`config.mk`:
```
export PLATFORM = sky130hd
export DESIGN_NAME = lbus_strobe_seq
export DESIGN_NICKNAME = d
export VERILOG_FILES = /design/src/rtl/lbus_seq_pkg.sv /design/src/rtl/lbus_wait_ctr.sv /design/src/rtl/lbus_wstrobe_gen.sv /design/src/rtl/lbus_strobe_seq.sv
export SDC_FILE = /design/constraint.sdc
export NUM_CORES = 1
export LEC_CHECK = 0
export BUFFER_PORTS_ARGS = -buffer_cell sky130_fd_sc_hd__buf_4
export CAP_MARGIN = 10
export CORE_AREA = 2 2 60 56
export CTS_BUF_LIST = sky130_fd_sc_hd__clkbuf_4 sky130_fd_sc_hd__clkbuf_8
export CTS_CLUSTER_SIZE = 30
export DETAILED_ROUTE_END_ITERATION = 8
export DIE_AREA = 0 0 62 58
export HOLD_SLACK_MARGIN = 0.08
export PLACE_DENSITY = 0.66
export SKIP_LAST_GASP = 1
export SYNTH_ARGS = -nofsm -noshare
export SYNTH_HDL_FRONTEND = slang
export SYNTH_HIERARCHICAL = 1
export SYNTH_SLANG_ARGS = --single-unit
```
`constraint.sdc`:
```
create_clock -name clk -period 2.2 [get_ports clk]
set_input_delay 0 -clock clk [delete_from_list [all_inputs] [get_ports clk]]
set_output_delay 0 -clock clk [all_outputs]
set_load 0.05 [all_outputs]
```
`src/rtl/lbus_seq_pkg.sv`:
```
package lbus_seq_pkg;

    typedef enum logic [1:0] {
        ST_IDLE = 2'd0,
        ST_WAIT = 2'd1,
        ST_DATA = 2'd2,
        ST_HOLD = 2'd3
    } seq_state_t;

endpackage

```
`src/rtl/lbus_wait_ctr.sv`:
```
module lbus_wait_ctr #(
    parameter int W = 4
) (
    input  logic         clk,
    input  logic         rst_n,
    input  logic         load,
    input  logic [W-1:0] load_val,
    input  logic         dec,
    output logic         cnt_last,
    output logic         cnt_busy
);

    localparam logic [W-1:0] ONE = W'(1);

    logic [W-1:0] cnt_d, cnt_q;

    always_comb begin
        cnt_d = cnt_q;
        if (load) begin
            cnt_d = load_val;
        end else if (dec && cnt_q != '0) begin
            cnt_d = cnt_q - ONE;
        end
    end

    always_ff @(posedge clk or negedge rst_n) begin
        if (!rst_n) cnt_q <= '0;
        else        cnt_q <= cnt_d;
    end

    assign cnt_last = (cnt_q == ONE);
    assign cnt_busy = (cnt_q != '0);


    no_wrap_chk: assert property (@(posedge clk) disable iff (!rst_n)
        (!cnt_busy && !load) |=> !cnt_busy);

endmodule

```
`src/rtl/lbus_wstrobe_gen.sv`:
```
module lbus_wstrobe_gen (
    input  logic       clk,
    input  logic       rst_n,
    input  logic       start,
    input  logic [1:0] wsd,
    input  logic       is_write,
    input  logic       active,
    output logic       wr_strobe
);

    logic [1:0] dly_d, dly_q;

    always_comb begin
        dly_d = dly_q;
        if (start) begin
            dly_d = wsd;
        end else if (dly_q != 2'd0) begin
            dly_d = dly_q - 2'd1;
        end
    end

    always_ff @(posedge clk or negedge rst_n) begin
        if (!rst_n) dly_q <= 2'd0;
        else        dly_q <= dly_d;
    end

    assign wr_strobe = is_write && active && (dly_q == 2'd0);


    strobe_hold_chk: assert property (@(posedge clk) disable iff (!rst_n)
        (wr_strobe && !start) |=> (wr_strobe || !active));

endmodule

```
`src/rtl/lbus_strobe_seq.sv`:
```
module lbus_strobe_seq
    import lbus_seq_pkg::*;
#(
    parameter int CNT_W = 4,
    parameter int LEN_W = 4
) (
    input  logic             clk,
    input  logic             rst_n,
    input  logic             req_valid,
    input  logic             req_write,
    input  logic [LEN_W-1:0] req_len,
    input  logic             cfg_rdy_en,
    input  logic [CNT_W-1:0] cfg_nwad,
    input  logic [CNT_W-1:0] cfg_nwdd,
    input  logic [1:0]       cfg_wsd,
    input  logic [1:0]       cfg_whold,
    input  logic             ext_ready,
    output logic             seq_idle,
    output logic             wait_stat,
    output logic             wr_strobe,
    output logic             data_oe,
    output logic             beat_done
);

    localparam logic [LEN_W-1:0] LEN_ONE = LEN_W'(1);

    typedef struct packed {
        seq_state_t       state;
        logic             write;
        logic             rdy_en;
        logic [CNT_W-1:0] nwdd;
        logic [1:0]       whold;
        logic [LEN_W-1:0] left;
    } seq_regs_t;

    seq_regs_t        r_d, r_q;
    logic             ctr_load;
    logic [CNT_W-1:0] ctr_val;
    logic             ctr_dec;
    logic             ctr_last;
    logic             ctr_busy;
    logic             start;
    logic             active;
    logic             beat_ok;

    always_comb begin
        r_d      = r_q;
        ctr_load = 1'b0;
        ctr_val  = '0;
        start    = 1'b0;
        beat_ok  = 1'b0;
        unique case (r_q.state)
            ST_IDLE: begin
                if (req_valid) begin
                    start    = 1'b1;
                    r_d.write  = req_write;
                    r_d.rdy_en = cfg_rdy_en;
                    r_d.nwdd   = cfg_nwdd;
                    r_d.whold  = cfg_whold;
                    r_d.left   = req_len;
                    if (cfg_nwad != '0) begin
                        r_d.state = ST_WAIT;
                        ctr_load  = 1'b1;
                        ctr_val   = cfg_nwad;
                    end else begin
                        r_d.state = ST_DATA;
                    end
                end
            end
            ST_WAIT: begin
                if (ctr_last) r_d.state = ST_DATA;
            end
            ST_DATA: begin
                beat_ok = !r_q.rdy_en || ext_ready;
                if (beat_ok) begin
                    if (r_q.left != '0) begin
                        r_d.left = r_q.left - LEN_ONE;
                        if (r_q.nwdd != '0) begin
                            r_d.state = ST_WAIT;
                            ctr_load  = 1'b1;
                            ctr_val   = r_q.nwdd;
                        end
                    end else if (r_q.write && r_q.whold != 2'd0) begin
                        r_d.state = ST_HOLD;
                        ctr_load  = 1'b1;
                        ctr_val   = CNT_W'(r_q.whold);
                    end else begin
                        r_d.state = ST_IDLE;
                    end
                end
            end
            ST_HOLD: begin
                if (ctr_last) r_d.state = ST_IDLE;
            end
            default: r_d.state = ST_IDLE;
        endcase
    end

    always_ff @(posedge clk or negedge rst_n) begin
        if (!rst_n) begin
            r_q.state  <= ST_IDLE;
            r_q.write  <= 1'b0;
            r_q.rdy_en <= 1'b0;
            r_q.nwdd   <= '0;
            r_q.whold  <= 2'd0;
            r_q.left   <= '0;
        end else begin
            r_q <= r_d;
        end
    end

    assign ctr_dec = (r_q.state == ST_WAIT) || (r_q.state == ST_HOLD);
    assign active  = (r_q.state == ST_WAIT) || (r_q.state == ST_DATA);

    lbus_wait_ctr #(.W(CNT_W)) u_ctr (
        .clk      (clk),
        .rst_n    (rst_n),
        .load     (ctr_load),
        .load_val (ctr_val),
        .dec      (ctr_dec),
        .cnt_last (ctr_last),
        .cnt_busy (ctr_busy)
    );

    lbus_wstrobe_gen u_wstb (
        .clk       (clk),
        .rst_n     (rst_n),
        .start     (start),
        .wsd       (cfg_wsd),
        .is_write  (r_q.write),
        .active    (active),
        .wr_strobe (wr_strobe)
    );

    assign seq_idle  = (r_q.state == ST_IDLE);
    assign wait_stat = (r_q.state == ST_WAIT);
    assign data_oe   = r_q.write && (r_q.state != ST_IDLE);
    assign beat_done = beat_ok;


    idle_quiet_chk: assert property (@(posedge clk) disable iff (!rst_n)
        seq_idle |-> (!wr_strobe && !data_oe && !wait_stat && !beat_done));


    no_early_ready_chk: assert property (@(posedge clk) disable iff (!rst_n)
        wait_stat |-> !beat_done);


    wait_counts_chk: assert property (@(posedge clk) disable iff (!rst_n)
        wait_stat |-> ctr_busy);


    strobe_drives_chk: assert property (@(posedge clk) disable iff (!rst_n)
        wr_strobe |-> data_oe);


    hold_phase_chk: assert property (@(posedge clk) disable iff (!rst_n)
        (r_q.state == ST_HOLD) |-> (data_oe && !wr_strobe && ctr_busy));

endmodule

```
==> out/qor.csv <==
stage,metric,value,unit
logic_synthesis,most frequent cell after synthesis,dfrtp_1,
logic_synthesis,mux share of post-synthesis cell area,10.4,%
hold_path,hold_sp,cfg_nwad[3],
logic_synthesis,simple logic cell fraction of the synthesized area,19.4,%
cells_and_area,diode count,0,
sta,Tmin final,2.00,ns
floorplan,die area,3600,µm²
hold_path,hold path cells,4,
critical_path,Worst R2R End,r_q[0]$_DFFE_PN0P_,
routing,Routed Antenna Nets,0,
power,Leak Pwr,0.816,nW
logic_synthesis,Avg Inst Size Synth,9.62,µm²
cells_and_area,Layout Cells excl Fill,219,
routing,Routed WL per cell,13.4,µm
routing,wl on met1,1360,µm
routing,WL met3,89,µm
sta,Final Hold Vio Count,0,
sta,Worst-Margin Slew,0.343,ns
routing,Met2 Routed Length,1430,µm
power,combinational share of power,56.5,%
logic_synthesis,post-synthesis adder-cell area fraction,7.71,%
power,Pwr Total,2.10,mW
critical_path,Crit Path Class,reg -> reg,
global_routing,initial antenna violation count,0,
logic_synthesis,Synth top cells by count,"dfrtp_1, inv_1, nand2_1",
power,sequential power share,33.3,%
cells_and_area,layout cells sized above 1,28.8,%
critical_path,R2R setup slack,0.20,ns
floorplan,I/O pin cnt,27,
sta,final setup TNS,0,ns
routing,Vias,1113,
clock_tree,worst-skew pair later-pin latency,0.30,ns
floorplan,Chip Height,58,µm
run,MaxCap Viol Count,0,
routing,1st-pass router iterations,4,
hold_path,Hold Crit Class,in -> reg,
logic_synthesis,top-area cell type share of the netlist area,38.5,%
clock_tree,Inserted Clock Buffers,3,
routing,initial drt markers,68,
placed_design,gpl congestion,0.846,
global_routing,largest net degree at the start of global routing,21,
hold_path,Worst Hold End,u_ctr/cnt_q[3]$_DFFE_PN0P_,
critical_path,Required @ worst endpoint,2.40,ns
floorplan,die width,62,µm
logic_synthesis,syn nets,165,
critical_path,critical path data arrival time,2.20,ns
placed_design,DP Wirelength,2170,µm
routing,DR vias/cell,5.08,
clock_tree,CTS tree,yes,
cells_and_area,final cell utilization of the core,58.2,%
global_routing,first-pass GRT wire length,4760,µm
sta,endpoints failing setup,0,
sta,Slew headroom,77.0,%
clock_tree,Max clock buf depth,2,
placed_design,number of port buffers,26,
sta,Setup Skew,0.00315,ns
power,Power Density,1210,nW/µm²
logic_synthesis,Post-synth EDFFs,0,
logic_synthesis,ys async rst share,100,%
logic_synthesis,most area-hungry cell type in the Yosys netlist,dfrtp_1,
logic_synthesis,"FF+latch count, synth",20,
sta,Max Transition Viols Final,0,
sta,Tcrit/Tclk final,90.8,%
clock_tree,"CTS clk-pin slew, worst paths",0.11,ns
clock_tree,root buf cell,clkbuf_4,
logic_synthesis,post-synthesis cell type count,40,
power,sw frac,42.7,%
clock_tree,clock sink count,20,
run_status,status,"finished, final reports clean",
power,Internal,1.20,mW
logic_synthesis,dominant synthesized flop cell,dfrtp_1,
global_routing,grt total ovfl,0,
clock_tree,H-Tree Level Count,1,
routing,Routed WL,2940,µm
floorplan,cell row count,19,
logic_synthesis,largest family of logic cells by synthesized area,simple AND/OR/NAND/NOR gates,
floorplan,initial core utilization,43.7,%
logic_synthesis,Post-Syn Area,1300,µm²
critical_path,worst r2r src,r_q[12]$_DFFE_PN0P_,
cells_and_area,NumNets Final,208,
critical_path,Worst Path Max Fanout,8,
logic_synthesis,synth warn,6,
global_routing,number of global-route vias before repair,1085,
routing,DRC violations left,0,
logic_synthesis,area share of xor/xnor cells in the synthesized design,0.674,%
power,peak supply drop,0.000732,V
critical_path,Critical Path Start Type,register,
cells_and_area,Synth-to-Final Area Change,33.2,%
power,Switch Pwr,0.894,mW
power,Clk network pwr share,10.2,%
floorplan,Core ar.,2970,µm²
logic_synthesis,"Seq/Total Area, Yosys",38.5,%
logic_synthesis,Synth Area in Compound Gates,17.7,%
critical_path,r2r worst-path depth,6,
logic_synthesis,Area contributors post-synth,"dfrtp_1, ha_1, mux2_2, inv_1, nand2_1",
placed_design,Inst Count DP,202,
logic_synthesis,Cells after Synth,135,
routing,highest metal used,met4,
sta,fmax,501,MHz
critical_path,Crit. End Element,register,
global_routing,GRT Total Usage,17.7,%
==> sequential cells by signal, indices dropped and copies added, names as in the netlist <==
| signal | cells |
|---|---|
| u_wstb/dly_q | 2 |
| u_ctr/cnt_q | 4 |
| r_q | 14 |
==> power by group through the flow <==
stage               sequential [mW]  clock [mW]  combinational, mW
finish                        0.699       0.214               1.18
global route                  0.726       0.241               1.31
CTS                           0.698       0.225               1.17
detailed placement            0.705           0               1.15
floorplan                     0.663           0              0.883
global placement              0.697           0               1.12
==> how the worst max path moves through the flow <==
stage	from	end	slack, ns	depth (start not counted)
3_5_place_dp	r_q[12]$_DFFE_PN0P_	r_q[0]$_DFFE_PN0P_	0.23	6
5_1_grt	r_q[0]$_DFFE_PN0P_	u_ctr/cnt_q[0]$_DFFE_PN0P_	-0.006	9
2_1_floorplan	r_q[13]$_DFFE_PN0P_	u_ctr/cnt_q[3]$_DFFE_PN0P_	0.02	6
6_report	r_q[12]$_DFFE_PN0P_	r_q[0]$_DFFE_PN0P_	0.20	6
3_3_place_gp	r_q[13]$_DFFE_PN0P_	u_ctr/cnt_q[3]$_DFFE_PN0P_	0.30	6
4_1_cts	r_q[12]$_DFFE_PN0P_	r_q[0]$_DFFE_PN0P_	0.20	6
==> critical path, cell delays in order, from the launching register on <==
cell and delay (ns):
dfrtp_1 0.42, inv_1 0.11, ha_1 0.36, inv_1 0.10, mux2_2 0.32, or2_2 0.32
o31ai_1 0.27
==> cells by family after synthesis <==
family                     count (synthesis)
xor gates and xnor gates                   1
and+or+nand+nor                           42
muxes                                     12
adders and majority gates                  8
buffers and inverters                     19
DFF                                       20
AOI/OAI and AO/OA                         33
==> what timing repair did <==
action / CTS / global route
endpoints found under the setup margin: 0 / 1
hold buffers: 13 / 0
hold endpoints to repair: 32 / 0
gates resized for setup: 0 / 3
buffers inserted: 0 / 0
==> through the flow <==
| step | setup slack, ns | hold slack [ns] | cell area, µm² |
|---|---|---|---|
| floorplan | 0.0243 | -0.296 | 1300 |
| global placement | 0.297 | -0.104 | 1560 |
| detailed placement | 0.226 | -0.105 | 1560 |
| CTS | 0.204 | 0.0851 | 1720 |
| global route | -0.00636 | 0.0984 | 1730 |
| finish | 0.202 | 0.0862 | 1730 |
==> cell type report <==
class | count | area, µm²
flip-flops and latches | 20 | 500
well taps | 42 | 52.6
multi-input cells | 96 | 733
repair buffers | 43 | 355
fillers | 264 | 1240
clock buffers | 4 | 36.3
inverters | 14 | 52.6
==> metal layers <==
layer	global-route usage, %	up-vias
met2	29.6	21
met4	4.56	0
met1	22.4	520
met3	4.46	6
li1	-	566
met5	0	-
==> cell usage in the layout, fill, tap and decap left out, types with 3 or more instances in the layout <==
| cell type | count |
|---|---|
| buf_4 | 30 |
| dfrtp_1 | 20 |
| inv_1 | 14 |
| dlygate4sd3_1 | 13 |
| nand2_1 | 11 |
| mux2_2 | 8 |
| a21oi_1 | 8 |
| ha_1 | 8 |
| nor2b_1 | 5 |
| nor2_1 | 4 |
| nor3_1 | 4 |
| o21ai_0 | 4 |
| o31ai_1 | 3 |
| mux2i_1 | 3 |
| a31oi_1 | 3 |
| clkbuf_4 | 3 |
No activity file was read; power rests on OpenSTA's default activity.
